--- src/rtl/nw_pkg.sv ---
package nw_pkg;
  localparam int NW_LEVELS = 4;
  localparam int IDX_W     = 9;
  localparam int ENTRY_W   = 64;
  localparam int PA_W      = 52;
  localparam int VA_W      = 48;
  localparam int OFS_W     = $clog2(ENTRY_W / 8);
  localparam int PG_SHIFT  = IDX_W + OFS_W;
  localparam int FRAME_W   = PA_W - PG_SHIFT;
  localparam int LVL_W     = $clog2(NW_LEVELS);
  localparam int FULL_HOST_READS = NW_LEVELS * NW_LEVELS;
  localparam int CNT_W     = $clog2(FULL_HOST_READS + 1) + 1;

  typedef logic [FRAME_W-1:0] frame_t;
  typedef logic [ENTRY_W-1:0] entry_t;
  typedef logic [LVL_W-1:0]   lvl_t;
  typedef logic [PA_W-1:0]    paddr_t;
  typedef logic [VA_W-1:0]    vaddr_t;
  typedef logic [IDX_W-1:0]   idx_t;

  typedef enum logic [2:0] {
    ST_IDLE, ST_GREQ, ST_GWAIT, ST_HREQ, ST_HWAIT
  } wst_t;

  localparam lvl_t TOP_LVL = lvl_t'(NW_LEVELS - 1);

  // index of a guest-virtual address at a level
  function automatic idx_t va_index(input vaddr_t va, input lvl_t lvl);
    return va[PG_SHIFT + IDX_W * int'(lvl) +: IDX_W];
  endfunction

  // index of a guest-physical frame at a level
  function automatic idx_t pa_index(input frame_t f, input lvl_t lvl);
    return f[IDX_W * int'(lvl) +: IDX_W];
  endfunction

  function automatic paddr_t tbl_addr(input frame_t f, input idx_t i);
    return {f, i, {OFS_W{1'b0}}};
  endfunction

  function automatic logic ent_present(input entry_t e);
    return e[0];
  endfunction

  function automatic frame_t ent_frame(input entry_t e);
    return e[PA_W-1:PG_SHIFT];
  endfunction

  function automatic paddr_t va_widen(input vaddr_t va);
    return {{(PA_W - VA_W){1'b0}}, va};
  endfunction

  function automatic paddr_t frame_base(input frame_t f);
    return {f, {PG_SHIFT{1'b0}}};
  endfunction
endpackage

--- src/rtl/nw_seq.sv ---
module nw_seq
  import nw_pkg::*;
(
  input  logic   clk,
  input  logic   rst_n,
  input  logic   walk_req,
  input  vaddr_t walk_gva,
  input  frame_t guest_root_frame,
  input  frame_t host_root_frame,
  input  logic   mem_rsp_valid,
  input  entry_t mem_rsp_data,
  output wst_t   st,
  output lvl_t   g_lvl,
  output lvl_t   h_lvl,
  output frame_t gtab_frame,
  output frame_t htab_frame,
  output frame_t tgt_frame,
  output vaddr_t gva_q,
  output frame_t ent_fr,
  output logic   ev_start,
  output logic   ev_done,
  output logic   ev_gfault,
  output logic   ev_hfault
);
  frame_t hroot_q;
  logic   rsp_take;
  logic   ent_ok;
  logic   unused_rsp_bits;

  assign unused_rsp_bits = ^mem_rsp_data;
  assign rsp_take  = mem_rsp_valid && (st == ST_GWAIT || st == ST_HWAIT);
  assign ent_ok    = ent_present(mem_rsp_data);
  assign ent_fr    = ent_frame(mem_rsp_data);
  assign ev_start  = walk_req && (st == ST_IDLE);
  assign ev_gfault = rsp_take && (st == ST_GWAIT) && !ent_ok;
  assign ev_hfault = rsp_take && (st == ST_HWAIT) && !ent_ok;
  assign ev_done   = rsp_take && (st == ST_HWAIT) && ent_ok &&
                     (h_lvl == '0) && (g_lvl == '0);

  always_ff @(posedge clk) begin
    if (!rst_n) begin
      st         <= ST_IDLE;
      g_lvl      <= '0;
      h_lvl      <= '0;
      gtab_frame <= '0;
      htab_frame <= '0;
      tgt_frame  <= '0;
      hroot_q    <= '0;
      gva_q      <= '0;
    end else begin
      unique case (st)
        ST_IDLE: if (walk_req) begin
          gva_q      <= walk_gva;
          gtab_frame <= guest_root_frame;
          hroot_q    <= host_root_frame;
          g_lvl      <= TOP_LVL;
          st         <= ST_GREQ;
        end
        ST_GREQ: st <= ST_GWAIT;
        ST_GWAIT: if (rsp_take) begin
          if (!ent_ok) st <= ST_IDLE;
          else begin
            tgt_frame  <= ent_fr;
            h_lvl      <= TOP_LVL;
            htab_frame <= hroot_q;
            st         <= ST_HREQ;
          end
        end
        ST_HREQ: st <= ST_HWAIT;
        ST_HWAIT: if (rsp_take) begin
          if (!ent_ok) st <= ST_IDLE;
          else if (h_lvl != '0) begin
            htab_frame <= ent_fr;
            h_lvl      <= h_lvl - 1'b1;
            st         <= ST_HREQ;
          end else if (g_lvl != '0) begin
            gtab_frame <= ent_fr;
            g_lvl      <= g_lvl - 1'b1;
            st         <= ST_GREQ;
          end else st <= ST_IDLE;
        end
        default: st <= ST_IDLE;
      endcase
    end
  end

  // a host walk always begins at the top level
  p_host_top_r3: assert property (@(posedge clk) disable iff (!rst_n)
    (st == ST_GWAIT && rsp_take && ent_ok) |=> (st == ST_HREQ && h_lvl == TOP_LVL));

  // an absent guest entry returns the walker to idle
  p_gfault_idle_r7: assert property (@(posedge clk) disable iff (!rst_n)
    ev_gfault |=> (st == ST_IDLE));
endmodule

--- src/rtl/nw_addr.sv ---
module nw_addr
  import nw_pkg::*;
(
  input  wst_t   st,
  input  lvl_t   g_lvl,
  input  lvl_t   h_lvl,
  input  frame_t gtab_frame,
  input  frame_t htab_frame,
  input  frame_t tgt_frame,
  input  vaddr_t gva_q,
  output logic   req_valid,
  output logic   req_host,
  output paddr_t req_addr
);
  paddr_t g_addr;
  paddr_t h_addr;

  assign g_addr    = tbl_addr(gtab_frame, va_index(gva_q, g_lvl));
  assign h_addr    = tbl_addr(htab_frame, pa_index(tgt_frame, h_lvl));
  assign req_host  = (st == ST_HREQ);
  assign req_valid = (st == ST_GREQ) || req_host;
  assign req_addr  = req_host ? h_addr : g_addr;
endmodule

--- src/rtl/nw_report.sv ---
module nw_report
  import nw_pkg::*;
(
  input  logic   clk,
  input  logic   rst_n,
  input  logic   ev_done,
  input  logic   ev_gfault,
  input  logic   ev_hfault,
  input  frame_t ent_fr,
  input  lvl_t   g_lvl,
  input  lvl_t   h_lvl,
  input  vaddr_t gva_q,
  input  frame_t tgt_frame,
  output logic   done,
  output logic   fault,
  output logic   nested,
  output lvl_t   flvl,
  output paddr_t faddr,
  output frame_t result
);
  always_ff @(posedge clk) begin
    if (!rst_n) begin
      done   <= 1'b0;
      fault  <= 1'b0;
      nested <= 1'b0;
      flvl   <= '0;
      faddr  <= '0;
      result <= '0;
    end else begin
      done  <= ev_done;
      fault <= ev_gfault | ev_hfault;
      if (ev_done) result <= ent_fr;
      if (ev_gfault) begin
        nested <= 1'b0;
        flvl   <= g_lvl;
        faddr  <= va_widen(gva_q);
      end else if (ev_hfault) begin
        nested <= 1'b1;
        flvl   <= h_lvl;
        faddr  <= frame_base(tgt_frame);
      end
    end
  end

  p_done_pulse_r6: assert property (@(posedge clk) disable iff (!rst_n)
    done |=> !done);

  p_done_fault_excl_r6: assert property (@(posedge clk) disable iff (!rst_n)
    !(done && fault));

  p_gfault_addr_r7: assert property (@(posedge clk) disable iff (!rst_n)
    (fault && !nested) |-> (faddr == va_widen(gva_q)));

  p_nfault_align_r8: assert property (@(posedge clk) disable iff (!rst_n)
    (fault && nested) |-> (faddr[PG_SHIFT-1:0] == '0));
endmodule

--- src/rtl/xlat_nested_walker.sv ---
module xlat_nested_walker
  import nw_pkg::*;
(
  input  logic               clk,
  input  logic               rst_n,
  input  logic               walk_req,
  input  logic [VA_W-1:0]    walk_gva,
  input  logic [FRAME_W-1:0] guest_root_frame,
  input  logic [FRAME_W-1:0] host_root_frame,
  output logic               walk_busy,
  output logic               mem_req_valid,
  output logic               mem_req_host,
  output logic [PA_W-1:0]    mem_req_addr,
  input  logic               mem_rsp_valid,
  input  logic [ENTRY_W-1:0] mem_rsp_data,
  output logic               walk_done,
  output logic               walk_fault,
  output logic               fault_nested,
  output logic [LVL_W-1:0]   fault_level,
  output logic [PA_W-1:0]    fault_addr,
  output logic [FRAME_W-1:0] result_frame
);
  wst_t   st;
  lvl_t   g_lvl, h_lvl;
  frame_t gtab_frame, htab_frame, tgt_frame, ent_fr;
  vaddr_t gva_q;
  logic   ev_start, ev_done, ev_gfault, ev_hfault;

  nw_seq u_seq (
    .clk(clk), .rst_n(rst_n), .walk_req(walk_req), .walk_gva(walk_gva),
    .guest_root_frame(guest_root_frame), .host_root_frame(host_root_frame),
    .mem_rsp_valid(mem_rsp_valid), .mem_rsp_data(mem_rsp_data),
    .st(st), .g_lvl(g_lvl), .h_lvl(h_lvl), .gtab_frame(gtab_frame),
    .htab_frame(htab_frame), .tgt_frame(tgt_frame), .gva_q(gva_q),
    .ent_fr(ent_fr), .ev_start(ev_start), .ev_done(ev_done),
    .ev_gfault(ev_gfault), .ev_hfault(ev_hfault)
  );

  nw_addr u_addr (
    .st(st), .g_lvl(g_lvl), .h_lvl(h_lvl), .gtab_frame(gtab_frame),
    .htab_frame(htab_frame), .tgt_frame(tgt_frame), .gva_q(gva_q),
    .req_valid(mem_req_valid), .req_host(mem_req_host), .req_addr(mem_req_addr)
  );

  nw_report u_report (
    .clk(clk), .rst_n(rst_n), .ev_done(ev_done), .ev_gfault(ev_gfault),
    .ev_hfault(ev_hfault), .ent_fr(ent_fr), .g_lvl(g_lvl), .h_lvl(h_lvl),
    .gva_q(gva_q), .tgt_frame(tgt_frame), .done(walk_done), .fault(walk_fault),
    .nested(fault_nested), .flvl(fault_level), .faddr(fault_addr),
    .result(result_frame)
  );

  assign walk_busy = (st != ST_IDLE);

  // Independent observers for the assertions
  logic             pend_q;
  logic [CNT_W-1:0] host_cnt;

  always_ff @(posedge clk) begin
    if (!rst_n) begin
      pend_q   <= 1'b0;
      host_cnt <= '0;
    end else begin
      if (pend_q && mem_rsp_valid) pend_q <= 1'b0;
      else if (mem_req_valid)      pend_q <= 1'b1;
      if (ev_start) host_cnt <= '0;
      else if (mem_req_valid && mem_req_host) host_cnt <= host_cnt + 1'b1;
    end
  end

  p_one_outstanding_r4: assert property (@(posedge clk) disable iff (!rst_n)
    mem_req_valid |-> !pend_q);

  p_req_pulse_r4: assert property (@(posedge clk) disable iff (!rst_n)
    mem_req_valid |=> !mem_req_valid);

  p_req_while_busy_r5: assert property (@(posedge clk) disable iff (!rst_n)
    mem_req_valid |-> walk_busy);

  p_start_needs_req_r5: assert property (@(posedge clk) disable iff (!rst_n)
    $rose(walk_busy) |-> $past(walk_req));

  p_host_reads_r3: assert property (@(posedge clk) disable iff (!rst_n)
    walk_done |-> (host_cnt == CNT_W'(FULL_HOST_READS)));
endmodule

--- config.mk ---
export PLATFORM = sky130hd
export DESIGN_NAME = xlat_nested_walker
export DESIGN_NICKNAME = d
export VERILOG_FILES = /design/src/rtl/nw_pkg.sv /design/src/rtl/nw_seq.sv /design/src/rtl/nw_addr.sv /design/src/rtl/nw_report.sv /design/src/rtl/xlat_nested_walker.sv
export SDC_FILE = /design/constraint.sdc
export NUM_CORES = 1
export LEC_CHECK = 0
export CAP_MARGIN = 30
export CELL_PAD_IN_SITES_DETAIL_PLACEMENT = 1
export CELL_PAD_IN_SITES_GLOBAL_PLACEMENT = 2
export CORE_UTILIZATION = 25
export CTS_CLUSTER_DIAMETER = 100
export DETAILED_ROUTE_END_ITERATION = 16
export HOLD_SLACK_MARGIN = 0.08
export PLACE_DENSITY_LB_ADDON = 0.08
export SETUP_SLACK_MARGIN = 0.05
export SLEW_MARGIN = 20
export SYNTH_ARGS = -nofsm -noshare
export SYNTH_HDL_FRONTEND = slang
export SYNTH_SLANG_ARGS = --single-unit
--- constraint.sdc ---
create_clock -name clk -period 3 [get_ports clk]
set_input_delay 0.6 -clock clk [delete_from_list [all_inputs] [get_ports clk]]
set_output_delay 0.6 -clock clk [all_outputs]
set_load 0.02 [all_outputs]
==> impl_metrics.yaml, run 1 <==
global_routing:
  first_global_vias: 13900
  grt_pass1_wl_um: 91400
  grt.overflow.total: 0
  grt_max_degree: 90
  grt_use_total_pct: 21.8
  antenna_found_initial: 2
placement:
  gp_congestion: 0.856
  dp_hpwl_um: 42100
  dpl_cell_area_mm2: 0.0176
  numPortBuffers: 321
  dp.cells: 2608
sta:
  grt_setup_unrepaired: "yes"
  tightestPinTransition_ps: 931
  fin_tns_setup_ps: 0
  fin_crit_ps: 2980
  slew_viol_final: 0
  hold_violations: 0
  clock_skew_ps: 12.9
  relSlewSlack_pct: 37.9
  timing.fmax_mhz: 336
  timing.final.crit_share_pct: 99.3
  setup_violations: 0
hold_path:
  hold_class: "reg2reg"
pwr:
  power_density_mw_per_mm2: 589
  total_power_uw: 11300
  internal_power_uw: 7950
  swShare_pct: 29.3
  ir_worst_vdd_v: 0.000300
  power_frac_clock_pct: 40.6
  p_switching_uw: 3300
  power_frac_seq_pct: 40.5
  combPwrFrac_pct: 18.9
  cellLeakagePower_uw: 0.00724
layout:
  fin_cells: 2694
  finalCoreUtilization_pct: 36.0
  final_cell_mix: "nand2_1, dfxtp_1, clkdlybuf4s50_1"
  layout.cells.most_common: "nand2_1"
  final_area_mm2: 0.0191
  drive_above_1_share_pct: 10.2
  nNetsFinal: 2179
  area_growth_pct: 40.9
clock_tree:
  clk_latency_ps: 560
  clock-sinks: 312
  cts_tree: "done"
  cts_max_path_buffers: 3
  clk_pin_slew_ps: 60
  cts_root_buf: "clkbuf_16"
  cts_buffers: 40
  cts_max_level: 2
  hold_buffers: 0
synth:
  synth_top_family_by_area: "simple AND/OR/NAND/NOR gates"
  synthMuxAreaShare_pct: 5.46
  synth_xor_area_share_pct: 0.0646
  synthSimpleGateAreaFrac_pct: 23.8
  postSynthCellCount: 1696
  netlist_area_mm2: 0.0136
  yosysSeqAreaShare_pct: 46.1
  ys_ff_latch: 312
  async_flop_share_pct: 0
  synth_compound_area_share_pct: 18.7
  synth_edf_count: 0
  synth_ff_type: "dfxtp_1"
  ys_warn_count: 0
  synthAdderAreaFrac_pct: 0.277
  yosysUniqueCellTypes: 56
  avgSynthCellArea_um2: 8.00
critical_path:
  worstPathMaxFanout: 6
  r2r_setup_slack_ps: 440
  crit_required_ps: 2400
  cp-start-kind: "register"
  crit_type: "reg2out"
  cp-end-kind: "primary output"
  crit_arrival_ps: 2380
floorplan:
  core-area_mm2: 0.0531
  die_h_um: 235
  num_io_pins: 348
  die_w_um: 235
  num_rows: 84
  start_util_pct: 25.5
  die_area_mm2: 0.0552
flow_run:
  cap_violations: 0
routing:
  dr.pass1.iters: 5
  wire_per_inst_um: 22.9
  routed-via-count: 13400
  routed_wl_um: 61700
  antenna_left: 0
  drtIter0Drc: 702
  drc: 0
  vias_per_cell: 4.97
run_status:
  status: "finished, final reports clean"
## Yosys cell counts (all sizes together), types with 2 or more instances
cell    instances  area [um2]
a211o           2        17.5
a21boi         19         143
a21oi         201        1010
a22oi          13        97.6
a311oi         40         350
a31oi           2        12.5
and2            4        25.0
buf            70         402
clkbuf         86         323
dfxtp         312        6250
ha              3        37.5
inv             8        30.0
mux2            4        45.0
mux2i          20         200
mux4           22         495
nand2         629        2360
nand2b          8        50.1
nand3           9        45.0
nand3b          4        30.0
nand4          45         282
nor2           66         250
nor2b           7        43.8
nor3            5        30.0
nor3b           3        32.5
o211a          42         420
o211ai          3        22.5
o21ai           6        33.8
o221ai         38         333
o22ai           2        12.5
or2             2        12.5
or3             2        12.5
or3b            4        35.0
## cell type report
type	count	area, um2
Sequential cell	312	6250
Clock buffer	58	1160
Tap cell	688	861
Antenna cell	1	2.50
Multi-Input combinational cell	1221	6750
Fill cell	6194	34000
Clock inverter	9	50.0
Inverter	9	43.8
Timing Repair Buffer	396	3990
## per-layer routing
metal | wire, um | track usage (%) | vias up
met4 | 1660 | 6.88 | 2
met1 | 27800 | 28.1 | 6612
met3 | 2650 | 3.81 | 92
li1 | - | - | 6389
met5 | 13 | 0 | -
met2 | 29600 | 36.8 | 300
## state kept, by name (all words and copies together) (netlist names)
signal and count:
u_report.flvl 2, u_report.result 40, u_seq.hroot_q 40, u_seq.st 3
u_report.done 1, u_seq.g_lvl 2, u_report.faddr 52, u_seq.h_lvl 2
u_seq.gtab_frame 40, u_report.fault 1, u_seq.tgt_frame 40, u_seq.gva_q 48
u_seq.htab_frame 40, u_report.nested 1
## path summary, 6_finish.rpt
path	start	cells past startpoint	end
max	u_seq.g_lvl[0]	7	mem_req_addr[3]
max reg2reg	u_seq.h_lvl[1]	7	u_seq.htab_frame[18]
min	u_report.faddr[13]	2	u_report.faddr[13]
min reg2reg	u_report.faddr[13]	2	u_report.faddr[13]
## power groups by stage
| stage | sequential (uW) | combinational (uW) | clock [uW] |
|---|---|---|---|
| 3_5_place_dp | 4640 | 2090 | 0 |
| 5_1_grt | 4580 | 2310 | 4880 |
| 2_1_floorplan | 4560 | 1110 | 0 |
| 6_report | 4550 | 2130 | 4570 |
| 4_1_cts | 4550 | 2120 | 4730 |
| 3_3_place_gp | 4630 | 2080 | 0 |
## kinds of logic after synthesis
logic type	Yosys count
flip-flops	312
adder cells (fa/ha/maj)	3
multiplexers	46
buffers and inverters	165
AND/OR/NAND/NOR	790
AO/OA/AOI/OAI	378
XOR/XNOR	1
other	1
## metrics by stage
step | setup slack, ps | hold slack (ps)
finish | 20.8 | 450
global placement | 5.20 | 442
floorplan | 51.2 | 437
global route | -66.6 | 468
CTS | -19.9 | 452
detailed placement | -22.6 | 445
## critical path, stage by stage (launching register included)
cell and delay, ps:
dfxtp_2 340, buf_6 140, buf_12 130, mux4_2 520, mux2_4 280, nand3_2 70, o211ai_1 130, buf_4 200
## what timing repair did
action,4_1_cts,5_1_grt
endpoints found under the setup margin,50,9
gates cloned,2,1
setup buffers,9,6
pin swaps,5,6
gates resized for setup,100,13
Note: power is estimated with default switching activity, not from simulation.
==> run 2: changes to the inputs <==
--- a/config.mk
+++ b/config.mk
@@ -13,8 +13,8 @@
 export DETAILED_ROUTE_END_ITERATION = 16
 export HOLD_SLACK_MARGIN = 0.08
 export PLACE_DENSITY_LB_ADDON = 0.08
+export REMOVE_ABC_BUFFERS = 1
 export SETUP_SLACK_MARGIN = 0.05
-export SLEW_MARGIN = 20
 export SYNTH_ARGS = -nofsm -noshare
 export SYNTH_HDL_FRONTEND = slang
 export SYNTH_SLANG_ARGS = --single-unit
==> run 2 against run 1 <==
Compared with the run above: final area fell by 0.12%; global-route usage decreased by 0.13 points; maximum frequency grew 0.41%; critical path type unchanged; die area stayed put.
==> impl_metrics.yaml, run 2 (synthesized netlist as in run 1, its figures left out) <==
run_status:
  status: "finished, final reports clean"
routing:
  drtIter0Drc: 727
  routed-via-count: 13400
  dr.pass1.iters: 7
  routed_wl_um: 61100
  drc: 0
  antenna_left: 0
  vias_per_cell: 4.96
  wire_per_inst_um: 22.6
placement:
  numPortBuffers: 321
  dp.cells: 2614
  dpl_cell_area_mm2: 0.0176
  gp_congestion: 0.836
  dp_hpwl_um: 41500
global_routing:
  antenna_found_initial: 2
  first_global_vias: 14000
  grt.overflow.total: 0
  grt_pass1_wl_um: 90900
  grt_max_degree: 95
  grt_use_total_pct: 21.6
layout:
  largest_register_ffs: 52
  nNetsFinal: 2185
  seq_area_mm2: 0.00625
  final_cell_mix: "nand2_1, dfxtp_1, clkdlybuf4s50_1"
  fill_cells: 6172
  fin_cells: 2696
  drive_above_1_share_pct: 10.1
  largestRegisters: "u_report.faddr (52), u_seq.gva_q (48)"
  layout.cells.most_common: "nand2_1"
  max_flop_register: "u_report.faddr"
  area_growth_pct: 40.7
  multi_input_area_mm2: 0.00672
  final_area_mm2: 0.0191
floorplan:
  core-area_mm2: 0.0531
  start_util_pct: 25.5
  num_io_pins: 348
  num_rows: 84
  die_area_mm2: 0.0552
  die_w_um: 235
  die_h_um: 235
critical_path:
  cp-end-kind: "primary output"
  critPathTopFamily: "buffers and inverters"
  crit_type: "reg2out"
  crit_arrival_ps: 2370
  slowest_delay_ps: 370
  cp_slowest_cell: "dfxtp_4"
  crit_required_ps: 2400
  worstPathMaxFanout: 6
  cp_cell_sequence: "inv_2 > ha_4 > buf_4 > buf_4 > mux4_2 > a21oi_1 > a31oi_2 > buf_4"
  cp-start-kind: "register"
  cp_common_cell: "buf_4"
  crit_buf_inv: 4
clock_tree:
  clock-sinks: 312
  cts_max_path_buffers: 3
  hold_buffers: 0
  cts_max_level: 2
  clk_pin_slew_ps: 60
  cts_root_buf: "clkbuf_16"
  cts_tree: "done"
  clk_latency_ps: 560
  cts_buffers: 40
pwr:
  cellLeakagePower_uw: 0.00725
  ir_worst_vdd_v: 0.000325
  power_density_mw_per_mm2: 590
flow_run:
  cap_violations: 0
sta:
  relSlewSlack_pct: 51.5
  grt_setup_unrepaired: "yes"
  whs_ps: 335
  timing.final.crit_share_pct: 98.9
  hold_violations: 0
  tightestPinTransition_ps: 728
  timing.fmax_mhz: 337
  slew_viol_final: 0
  fin_crit_ps: 2970
  clock_skew_ps: 20.7
  setup_violations: 0
hold_path:
  hold_class: "in2reg"
run 2: cell types whose count changed in the layout (fill, tap and decap cells not counted), sizes merged:
cell / previous run / this run
clkdlybuf4s50: 272 / 273
buf: 82 / 88
dlymetal6s2s: 0 / 1
clkbuf: 59 / 61
clkinvlp: 2 / 0
bufbuf: 2 / 1
clkinv: 7 / 4
dlygate4sd2: 39 / 37
run 2: timing repair:
action / in CTS / in global routing
gates cloned: 1 / 2
setup endpoints to repair: 49 / 12
setup buffers: 4 / 10
pin swaps: 2 / 5
hold endpoints to repair: 0 / 0
resized for setup: 57 / 18
run 2: where the power goes:
group | switching, uW | leakage (uW) | internal, uW | total, uW
Clock | 1880 | 0.000584 | 2650 | 4530
Sequential | 173 | 0.00254 | 4370 | 4540
Combinational | 1250 | 0.00412 | 928 | 2180
Total | 3300 | 0.00725 | 7950 | 11300
run 2: area by class of cell:
| class | instances | share of cell area, % |
|---|---|---|
| Clock inverter | 4 | 0.105 |
| Antenna cell | 1 | 0.0131 |
| Multi-Input combinational cell | 1221 | 35.2 |
| Inverter | 9 | 0.243 |
| Timing Repair Buffer | 402 | 21.0 |
| Tap cell | 688 | 4.51 |
| Sequential cell | 312 | 32.8 |
| Clock buffer | 59 | 6.10 |
run 2: stage by stage:
stage / setup slack (ps) / power, uW / utilization [%] / TNS, ps
2_1_floorplan: -1450 / 5570 / - / -200350
3_3_place_gp: 217 / 6720 / 33.1 / 0
3_5_place_dp: 188 / 6740 / 33.1 / 0
4_1_cts: -57.7 / 11400 / 35.5 / -142
5_1_grt: -23.3 / 11700 / 35.9 / -63.5
6_report: 33.0 / 11300 / 35.9 / 0
run 2: path summary, 6_finish.rpt:
check / slack [ps] / end / from / depth (start not counted)
worst max-delay path: 30 / mem_req_addr[11] / u_seq.g_lvl[0] / 8
worst min-delay path: 340 / u_seq.gtab_frame[13] / rst_n / 2
worst max register to register: 430 / u_seq.htab_frame[8] / u_seq.h_lvl[0] / 8
worst min register to register: 450 / u_report.flvl[1] / u_report.flvl[1] / 2
run 2: worst reg2reg max path, stage by stage, from the launching register on:
cell,delay [ps]
dfxtp_1,390
buf_4,220
inv_1,80
ha_1,260
or3b_1,450
a211oi_4,340
buf_12,290
nor2_1,160
a311oi_1,260
run 2: per-layer routing:
metal / vias up / wire [um] / global-route usage [%]
met5: - / 13 / 0
met4: 2 / 1410 / 6.40
met3: 69 / 2750 / 4.19
met2: 290 / 29000 / 35.7
met1: 6617 / 27900 / 28.5
li1: 6403 / - / -
==> run 3: changes to the inputs <==
--- a/config.mk
+++ b/config.mk
@@ -15,6 +15,7 @@
 export PLACE_DENSITY_LB_ADDON = 0.08
 export REMOVE_ABC_BUFFERS = 1
 export SETUP_SLACK_MARGIN = 0.05
+export SKIP_LAST_GASP = 1
 export SYNTH_ARGS = -nofsm -noshare
 export SYNTH_HDL_FRONTEND = slang
 export SYNTH_SLANG_ARGS = --single-unit
==> run 3 against run 2 <==
Compared with the run above: final cell count unchanged; the flow now finishes with violations (negative setup slack); largest power group unchanged; combinational power barely moved; via count is 0.24% higher; wire length about the same; worst hold slack about the same; clock power is essentially flat; final area grew 0.29%; first-iteration DRC count increased by 3.0%; worst setup slack worse by 61 ps; critical path depth stayed put; sequential power barely moved; count of clock-buffer cells in the layout is the same.
==> impl_metrics.yaml, run 3 (synthesized netlist as in run 1, its figures left out) <==
critical_path:
  worstPathMaxFanout: 6
  crit_buf_inv: 3
  reg2reg_from: "u_seq.h_lvl[0]"
  cp_common_cell: "buf_4"
  cp-start-kind: "register"
  r2r_setup_slack_ps: 430
  crit_required_ps: 2400
  crit_type: "reg2out"
  critPathLaunch: "u_seq.g_lvl[1]"
  crit_path_end: "mem_req_addr[3]"
  cp_cell_sequence: "inv_1 > ha_4 > buf_4 > nor2b_1 > a22oi_2 > a41oi_1 > o211ai_1 > buf_4"
  slowest_delay_ps: 360
  cp_slowest_cell: "dfxtp_4"
  r2r-end: "u_seq.htab_frame[8]"
  path_depth: 8
  crit_arrival_ps: 2430
  reg2regPathDepth: 8
  critPathTopFamily: "compound AO/OA/AOI/OAI gates"
  cp-end-kind: "primary output"
global_routing:
  first_global_vias: 14000
  antenna_found_initial: 2
  grt_pass1_wl_um: 90800
  grt_use_total_pct: 21.6
  grt_max_degree: 95
  grt.overflow.total: 0
placement:
  dpl_cell_area_mm2: 0.0176
  numPortBuffers: 321
  gp_congestion: 0.836
  dp_hpwl_um: 41500
  pre_cts_ws_ps: 188
sta:
  whs_ps: 335
  fin_tns_setup_ps: -27.7
  fin_ws_ps: -27.7
  setup_violations: 1
  grt_setup_unrepaired: "yes"
  relSlewSlack_pct: 51.8
  hold_violations: 0
  clock_skew_ps: 20.2
  fin_crit_ps: 3030
  tightestPinTransition_ps: 723
  slew_viol_final: 0
  timing.final.crit_share_pct: 101
  timing.fmax_mhz: 330
routing:
  routed_wl_um: 61100
  dr.pass1.iters: 5
  wire_per_inst_um: 22.6
  drc: 0
  drtIter0Drc: 749
  vias_per_cell: 4.98
  antenna_left: 0
  routed-via-count: 13400
layout:
  nNetsFinal: 2185
  finalCoreUtilization_pct: 36.1
  final_area_mm2: 0.0191
  largest_register_ffs: 52
  layout.cells.most_common: "nand2_1"
  max_flop_register: "u_report.faddr"
  final_cell_mix: "nand2_1, dfxtp_1, clkdlybuf4s50_1"
  drive_above_1_share_pct: 10.3
  largestRegisters: "u_report.faddr (52), u_seq.gva_q (48)"
  area_growth_pct: 41.1
run_status:
  violations: "negative setup slack"
  status: "finished with violations"
clock_tree:
  cts_max_level: 2
  cts_root_buf: "clkbuf_16"
  clk_pin_slew_ps: 60
  cts_max_path_buffers: 3
  cts_buffers: 40
  cts_tree: "done"
  clk_latency_ps: 560
  clock-sinks: 312
flow_run:
  cap_violations: 0
pwr:
  power_frac_seq_pct: 40.3
  internal_power_uw: 7990
  swShare_pct: 29.1
  power_frac_clock_pct: 40.1
  combPwrFrac_pct: 19.6
  power_density_mw_per_mm2: 589
  p_switching_uw: 3280
  ir_worst_vdd_v: 0.000324
  cellLeakagePower_uw: 0.00730
floorplan:
  die_w_um: 235
  num_rows: 84
  start_util_pct: 25.5
  die_h_um: 235
  core-area_mm2: 0.0531
  die_area_mm2: 0.0552
  num_io_pins: 348
hold_path:
  hold_class: "in2reg"
==> run 3: routing by layer <==
metal	part of all wire, %	track usage (%)
met1	45	28.4
met2	47	35.7
met3	5.0	4.19
met4	2.3	6.40
met5	0.021	0
==> run 3: worst min path at each step <==
stage	startpoint	depth (start not counted)	endpoint
5_1_grt	rst_n	2	u_seq.gtab_frame[13]
4_1_cts	rst_n	2	u_seq.gtab_frame[13]
3_5_place_dp	u_seq.hroot_q[27]	2	u_seq.hroot_q[27]
6_report	rst_n	2	u_seq.gtab_frame[13]
2_1_floorplan	u_seq.tgt_frame[36]	2	u_seq.tgt_frame[36]
3_3_place_gp	u_report.faddr[28]	2	u_report.faddr[28]
==> run 3: stage by stage <==
stage,total power [uW],std cells
2_1_floorplan,5570,1542
3_3_place_gp,6720,2614
3_5_place_dp,6740,2614
4_1_cts,11400,2682
5_1_grt,11800,2696
6_report,11300,2696
==> run 3: power groups by stage <==
stage	clock [uW]	combinational [uW]	sequential [uW]
final	4520	2210	4540
after CTS	4690	2150	4540
after global routing	4830	2370	4570
after floorplan	0	962	4610
after global placement	0	2100	4620
after detailed placement	0	2110	4630
==> run 3: cell type report <==
type,instances,area [um2]
repair buffers,402,4070
well taps,688,861
flip-flops and latches,312,6250
clock inverters,4,20.0
fillers,6176,33900
inverters,9,43.8
diodes,1,2.50
multi-input cells,1221,6720
clock buffers,59,1160
==> run 3: what timing repair did <==
item,CTS,global route
gates cloned,1,2
setup buffers,4,10
hold buffers,0,0
pin swaps,2,3
resized for setup,34,32
endpoints found under the setup margin,49,30
